File: config.mk
export PLATFORM = sky130hd
export DESIGN_NAME = dispbus_ctrl
export DESIGN_NICKNAME = d
export VERILOG_FILES = /design/src/rtl/dispbus_pkg.sv /design/src/rtl/dispbus_phase_timer.sv /design/src/rtl/dispbus_data_lane.sv /design/src/rtl/dispbus_pin_map.sv /design/src/rtl/dispbus_ctrl.sv
export SDC_FILE = /design/constraint.sdc
export NUM_CORES = 1
export LEC_CHECK = 0
export ABC_AREA = 1
export BUFFER_PORTS_ARGS = -buffer_cell sky130_fd_sc_hd__buf_2
export CAP_MARGIN = 30
export CORE_MARGIN = 8
export CORE_UTILIZATION = 54
export CTS_BUF_LIST = sky130_fd_sc_hd__clkbuf_8
export DETAILED_ROUTE_END_ITERATION = 10
export HOLD_SLACK_MARGIN = 0.05
export PLACE_DENSITY = 0.88
export SYNTH_ARGS = -nofsm -noshare
export SYNTH_HDL_FRONTEND = slang
export SYNTH_HIERARCHICAL = 1
export SYNTH_SLANG_ARGS = --single-unit
File: constraint.sdc
create_clock -name clk -period 2.5 [get_ports clk]
set_input_delay 0.5 -clock clk [delete_from_list [all_inputs] [get_ports clk]]
set_output_delay 0.5 -clock clk [all_outputs]
set_load 0.02 [all_outputs]
File: src/rtl/dispbus_pkg.sv
package dispbus_pkg;

    localparam int SETUP_W = 4;
    localparam int STRB_W  = 6;
    localparam int HOLD_W  = 4;
    localparam int CFG_W   = SETUP_W + STRB_W + HOLD_W;
    localparam int CNT_W   = STRB_W;

    typedef enum logic [2:0] {
        MD_SYNC_M68 = 3'b000,
        MD_M68      = 3'b001,
        MD_SYNC_I80 = 3'b010,
        MD_I80      = 3'b011,
        MD_CHAR     = 3'b100
    } mode_e;

    typedef enum logic [2:0] {
        ST_IDLE,
        ST_SETUP,
        ST_STROBE,
        ST_HOLD,
        ST_DONE
    } state_e;

    typedef struct packed {
        logic [HOLD_W-1:0]  hold;
        logic [STRB_W-1:0]  strobe;
        logic [SETUP_W-1:0] setup;
    } timing_t;

    function automatic logic mode_ok(input logic [2:0] m);
        return (m <= 3'b100);
    endfunction

    function automatic logic mode_sync(input mode_e m);
        return (m == MD_SYNC_M68) || (m == MD_SYNC_I80);
    endfunction

    function automatic logic mode_i80(input mode_e m);
        return (m == MD_I80) || (m == MD_SYNC_I80);
    endfunction

    function automatic logic mode_m68(input mode_e m);
        return (m == MD_M68) || (m == MD_SYNC_M68);
    endfunction

endpackage

File: src/rtl/dispbus_phase_timer.sv
module dispbus_phase_timer #(
    parameter int CNT_W = 6
) (
    input  logic             clk,
    input  logic             rst_n,
    input  logic             load,
    input  logic [CNT_W-1:0] load_val,
    output logic             last
);

    logic [CNT_W-1:0] cnt_d, cnt_q;

    always_comb begin
        cnt_d = cnt_q;
        if (load) begin
            cnt_d = load_val;
        end else if (cnt_q != '0) begin
            cnt_d = cnt_q - 1'b1;
        end
    end

    always_ff @(posedge clk or negedge rst_n) begin
        if (!rst_n) begin
            cnt_q <= '0;
        end else begin
            cnt_q <= cnt_d;
        end
    end

    assign last = (cnt_q == '0);

endmodule

File: src/rtl/dispbus_data_lane.sv
module dispbus_data_lane #(
    parameter int DATA_W = 16
) (
    input  logic              is_char,
    input  logic              nib,
    input  logic              second,
    input  logic [DATA_W-1:0] wdata,
    input  logic [DATA_W-1:0] din,
    input  logic [DATA_W-1:0] rdata_q,
    output logic [DATA_W-1:0] dout,
    output logic [DATA_W-1:0] rdata_next
);

    localparam int UPPER_W = DATA_W - 8;

    always_comb begin
        if (nib) begin
            dout = {{UPPER_W{1'b0}}, (second ? wdata[3:0] : wdata[7:4]), 4'b0000};
        end else if (is_char) begin
            dout = {{UPPER_W{1'b0}}, wdata[7:0]};
        end else begin
            dout = wdata;
        end
    end

    always_comb begin
        if (nib) begin
            if (second) begin
                rdata_next = {rdata_q[DATA_W-1:4], din[7:4]};
            end else begin
                rdata_next = {{UPPER_W{1'b0}}, din[7:4], 4'b0000};
            end
        end else if (is_char) begin
            rdata_next = {{UPPER_W{1'b0}}, din[7:0]};
        end else begin
            rdata_next = din;
        end
    end

endmodule

File: src/rtl/dispbus_pin_map.sv
module dispbus_pin_map
    import dispbus_pkg::*;
(
    input  mode_e mode,
    input  logic  active,
    input  logic  strobe,
    input  logic  rd,
    input  logic  dev,
    input  logic  is_data,
    output logic  rs,
    output logic  rw_wrn,
    output logic  e_rdn,
    output logic  cs0,
    output logic  cs1
);

    logic sel0, sel1;

    assign sel0 = active && !dev;
    assign sel1 = active && dev;
    assign rs   = active && is_data;

    always_comb begin
        if (mode == MD_CHAR) begin
            rw_wrn = active ? rd : 1'b1;
            e_rdn  = strobe && !dev;
            cs0    = strobe && dev;
            cs1    = 1'b0;
        end else if (mode_i80(mode)) begin
            rw_wrn = !(strobe && !rd);
            e_rdn  = !(strobe && rd);
            cs0    = !sel0;
            cs1    = !sel1;
        end else begin
            rw_wrn = active ? rd : 1'b1;
            e_rdn  = strobe;
            cs0    = !sel0;
            cs1    = !sel1;
        end
    end

endmodule

File: src/rtl/dispbus_ctrl.sv
module dispbus_ctrl
    import dispbus_pkg::*;
#(
    parameter int DATA_W = 16
) (
    input  logic              clk,
    input  logic              rst_n,
    input  logic [2:0]        mode_sel,
    input  logic              char_4bit,
    input  logic [CFG_W-1:0]  cfg_dev0,
    input  logic [CFG_W-1:0]  cfg_dev1,
    input  logic              req_valid,
    output logic              req_ready,
    input  logic              req_is_data,
    input  logic              req_read,
    input  logic              req_dev,
    input  logic [DATA_W-1:0] req_wdata,
    output logic              rsp_valid,
    output logic [DATA_W-1:0] rsp_rdata,
    output logic              bus_rs,
    output logic              bus_rw_wrn,
    output logic              bus_e_rdn,
    output logic              bus_cs0,
    output logic              bus_cs1,
    output logic              bus_sclk,
    output logic [DATA_W-1:0] bus_dout,
    output logic              bus_doe,
    input  logic [DATA_W-1:0] bus_din
);

    typedef struct packed {
        state_e            st;
        mode_e             mode;
        timing_t           tm;
        logic              is_data;
        logic              rd;
        logic              dev;
        logic              nib;
        logic              second;
        logic              sclk;
        logic [DATA_W-1:0] wdata;
        logic [DATA_W-1:0] rdata;
    } ctl_t;

    ctl_t             c_d, c_q;
    logic             tmr_load;
    logic [CNT_W-1:0] tmr_val;
    logic             tmr_last;
    logic [DATA_W-1:0] lane_rdata;
    logic             xfer_active;
    timing_t          pick_tm;

    state_e           cur_st;
    mode_e            cur_mode;
    logic             cur_rd;

    assign pick_tm     = req_dev ? timing_t'(cfg_dev1) : timing_t'(cfg_dev0);
    assign req_ready   = (c_q.st == ST_IDLE) && mode_ok(mode_sel);
    assign xfer_active = (c_q.st == ST_SETUP) || (c_q.st == ST_STROBE) || (c_q.st == ST_HOLD);

    always_comb begin
        c_d      = c_q;
        tmr_load = 1'b0;
        tmr_val  = '0;
        unique case (c_q.st)
            ST_IDLE: begin
                c_d.mode = mode_e'(mode_sel);
                if (req_valid && req_ready) begin
                    c_d.st      = ST_SETUP;
                    c_d.tm      = pick_tm;
                    c_d.is_data = req_is_data;
                    c_d.rd      = req_read;
                    c_d.dev     = req_dev;
                    c_d.wdata   = req_wdata;
                    c_d.nib     = (mode_sel == MD_CHAR) && char_4bit;
                    c_d.second  = 1'b0;
                    tmr_load    = 1'b1;
                    tmr_val     = CNT_W'(pick_tm.setup);
                end
            end
            ST_SETUP: begin
                if (tmr_last) begin
                    c_d.st   = ST_STROBE;
                    tmr_load = 1'b1;
                    tmr_val  = CNT_W'(c_q.tm.strobe);
                end
            end
            ST_STROBE: begin
                if (tmr_last) begin
                    c_d.st   = ST_HOLD;
                    tmr_load = 1'b1;
                    tmr_val  = CNT_W'(c_q.tm.hold);
                    if (c_q.rd) begin
                        c_d.rdata = lane_rdata;
                    end
                end
            end
            ST_HOLD: begin
                if (tmr_last) begin
                    if (c_q.nib && !c_q.second) begin
                        c_d.st     = ST_SETUP;
                        c_d.second = 1'b1;
                        tmr_load   = 1'b1;
                        tmr_val    = CNT_W'(c_q.tm.setup);
                    end else begin
                        c_d.st = ST_DONE;
                    end
                end
            end
            ST_DONE: begin
                c_d.st = ST_IDLE;
            end
            default: begin
                c_d.st = ST_IDLE;
            end
        endcase
        c_d.sclk = ((c_q.st != ST_IDLE) && mode_sync(c_q.mode)) ? !c_q.sclk : 1'b0;
    end

    always_ff @(posedge clk or negedge rst_n) begin
        if (!rst_n) begin
            c_q <= '{st: ST_IDLE, mode: MD_CHAR, tm: '0, is_data: 1'b0, rd: 1'b0,
                     dev: 1'b0, nib: 1'b0, second: 1'b0, sclk: 1'b0,
                     wdata: '0, rdata: '0};
        end else begin
            c_q <= c_d;
        end
    end

    dispbus_phase_timer #(.CNT_W(CNT_W)) u_timer (
        .clk      (clk),
        .rst_n    (rst_n),
        .load     (tmr_load),
        .load_val (tmr_val),
        .last     (tmr_last)
    );

    dispbus_data_lane #(.DATA_W(DATA_W)) u_lane (
        .is_char    (c_q.mode == MD_CHAR),
        .nib        (c_q.nib),
        .second     (c_q.second),
        .wdata      (c_q.wdata),
        .din        (bus_din),
        .rdata_q    (c_q.rdata),
        .dout       (bus_dout),
        .rdata_next (lane_rdata)
    );

    dispbus_pin_map u_pins (
        .mode    (c_q.mode),
        .active  (xfer_active),
        .strobe  (c_q.st == ST_STROBE),
        .rd      (c_q.rd),
        .dev     (c_q.dev),
        .is_data (c_q.is_data),
        .rs      (bus_rs),
        .rw_wrn  (bus_rw_wrn),
        .e_rdn   (bus_e_rdn),
        .cs0     (bus_cs0),
        .cs1     (bus_cs1)
    );

    assign bus_doe   = xfer_active && !c_q.rd;
    assign bus_sclk  = c_q.sclk;
    assign rsp_valid = (c_q.st == ST_DONE);
    assign rsp_rdata = c_q.rdata;

    assign cur_st   = c_q.st;
    assign cur_mode = c_q.mode;
    assign cur_rd   = c_q.rd;

endmodule

==> summary.txt <==
Placement
  – DP Cell Count: 699
  – DP HPWL: 7080 um
  – GPL Wtd Cong: 0.865
  – Placed Area: 0.00418 mm^2
  – Pre-CTS setup slack: 321 ps
  – # port buffers: 110

Clock tree
  – TritonCTS clock tree: built
  – TritonCTS Buffers: 9
  – CTS resizes: 0
  – H-tree depth: 3
  – Max clock buf depth: 2
  – Hold-fix buffers, CTS: 0
  – Root Buffer: clkbuf_8
  – Clk Latency, worst-skew pair: 330 ps
  – Post CTS Setup Buffer Count: 0
  – CTS clk-pin slew, worst paths: 70 ps
  – Clk sinks: 64

Critical path
  – CP startpoint kind: register
  – Top delay family on crit path: flip-flops
  – Worst-path cell chain: nor3b_1 -> buf_4 -> inv_1 -> nand2_1 -> nor2_1 -> buf_2
  – Worst Reg2Reg Path Length in Cells: 10
  – Critical path's largest stage delay: 580 ps
  – Worst path buffer plus inverter count: 3
  – Crit-path max FO: 8
  – Critical path data required time: 2000 ps
  – Critical path class: reg -> out
  – Levels on crit path: 6
  – Worst-path cell with the longest stage delay: dfstp_2
  – Arrival time of the worst setup path: 1730 ps
  – Kind of end point of the critical path: primary output

Timing
  – Final min period: 2230 ps
  – Peak Freq: 448 MHz
  – Final WS setup: 267 ps
  – Setup TNS: 0 ps
  – Final Skew: 16.5 ps
  – Worst Tran Pin Value: 536 ps
  – Final hold violations: 0
  – Slew HR: 64.3%
  – Final Max Slew Viols: 0
  – Final setup violation count: 0
  – RSZ-0062 raised after global routing: no
  – Period utilization: 89.3%
  – Worst hold slack: 139 ps

Yosys
  – Ys Warns: 6
  – Mean Syn Cell Area: 6.91 um^2
  – Most instantiated cells after synthesis: nand2_1 (234), dfrtp_1 (63), inv_1 (50), nor2_1 (42), nand3_1 (40)
  – #FFs+latches synth: 64
  – Count of cell types in the netlist: 28
  – Post-synth EDFFs: 0
  – Post-Syn Instances: 537
  – Synthesized cell area: 0.00371 mm^2
  – Primary FF master, synth: dfrtp_1
  – Synth top area cells: dfrtp_1 (42%), nand2_1 (24%), nand3_1 (5.4%), inv_1 (5.1%), nor2_1 (4.2%)
  – Asr flop ratio synth: 100%
  – Seq/Total Area, Yosys: 43.2%
  – Yosys top cell area share: 42.5%
  – Area leader, netlist: dfrtp_1
  – Synth Net Count: 609
  – Most frequent cell after synthesis: nand2_1

Power
  – PwrDens: 1160 mW/mm^2
  – Worst VDD drop: 0.000362 V
  – Total power: 5.06 mW
  – Static leakage: 2.56 nW

Floorplan
  – Core Rows: 30
  – Die height: 98.9 um
  – Die area: 0.00978 mm^2
  – Initial Utilization: 55.3%
  – Die width: 98.9 um
  – Core footprint: 0.00672 mm^2
  – Ports: 111

Layout
  – Area taken by multi-input logic gates: 0.00165 mm^2
  – Final net count: 702
  – Share of cells above drive strength 1: 23.3%
  – Layout fillers: 595
  – Area grow syn2layout: 17.9%
  – Core Util, Final: 65.1%
  – Reg area: 0.00160 mm^2
  – Final cell count without fillers: 715
  – ANT cells: 0
  – Post-route cell area: 0.00438 mm^2

Drt
  – Final WL: 9240 um
  – DR DRC count: 0
  – DR vias: 3611
  – ANT nets after route: 0
  – TritonRoute pass-1 iters: 4
  – WL/cell: 12.9 um
  – DR vias/cell: 5.05
  – Initial drt markers: 214

Outcome
  – Status: complete, no violations

Global routing
  – Pin count of the biggest net entering global routing: 43
  – Overall Global Routing Usage: 19.2%
  – Antenna violations before repair: 0
  – Number of global-route vias before repair: 3603
  – Congestion Overflow GR: 0
  – First-pass GRT wire length: 15700 um

Flow run
  – Max Cap Viol: 0

Hold path
  – Min-Delay Path Class: in -> async
==> power breakdown <==
group          total (mW)  switching [mW]  internal (mW)
sequential           1.82           0.336           1.48
clock               0.872           0.368          0.504
combinational        2.37            1.57          0.797
total                5.06            2.28           2.78
==> final timing paths <==
| check | startpoint | end | slack (ps) |
|---|---|---|---|
| worst min-delay path | rst_n | rsp_rdata[14] | 140 |
| min in group clk | req_wdata[6] | c_q[22] | 360 |
| worst max-delay path | cur_mode[2] | bus_dout[10] | 270 |
| worst min register to register | bus_sclk | bus_sclk | 460 |
| worst max register to register | u_timer/cnt_q[0] | u_timer/cnt_q[0] | 270 |
| max in group asynchronous | rst_n | u_timer/cnt_q[4] | 1730 |
==> registers in the layout, summed over array words and instances, names as in the netlist <==
signal and flops:
c_q 34, cur_rd 1, cur_mode 3, cur_st 3, rsp_rdata 16, u_timer/cnt_q 6, bus_sclk 1
==> placed cells by master, fill, tap and decap left out, types with 6 or more instances in the layout <==
master / Yosys / routed
o21ai_0: 29 / 29
dfrtp_1: 63 / 63
nor3_1: 8 / 8
inv_1: 50 / 52
nand2_1: 234 / 234
nand3_1: 40 / 40
buf_4: 18 / 7
nor2_1: 42 / 42
o21ai_1: 6 / 6
clkbuf_8: 0 / 11
buf_2: 8 / 110
==> area by class of cell <==
class / instances / area share, %
tap: 80 / 2.29
clock inverter: 5 / 1.09
inverter: 54 / 4.63
sequential: 64 / 36.6
multi-input combinational: 383 / 37.7
timing repair buffer: 118 / 14.2
clock buffer: 11 / 3.46
==> per-layer routing <==
metal	global-route usage (%)	wire, um	vias up
li1	-	-	1821
met1	22.2	3950	1633
met2	32.9	4440	137
met3	5.14	672	20
met4	8.03	181	0
met5	0	0	-
==> cells by family after synthesis <==
group | count (synthesis) | share of synthesized area (%)
flip-flops | 64 | 43.2
AO/OA/AOI/OAI | 38 | 5.12
AND/OR/NAND/NOR | 342 | 38.4
buffers and inverters | 90 | 12.4
adder cells (fa/ha/maj) | 2 | 0.674
XOR/XNOR | 1 | 0.236
No activity file was read; power rests on OpenSTA's default activity.
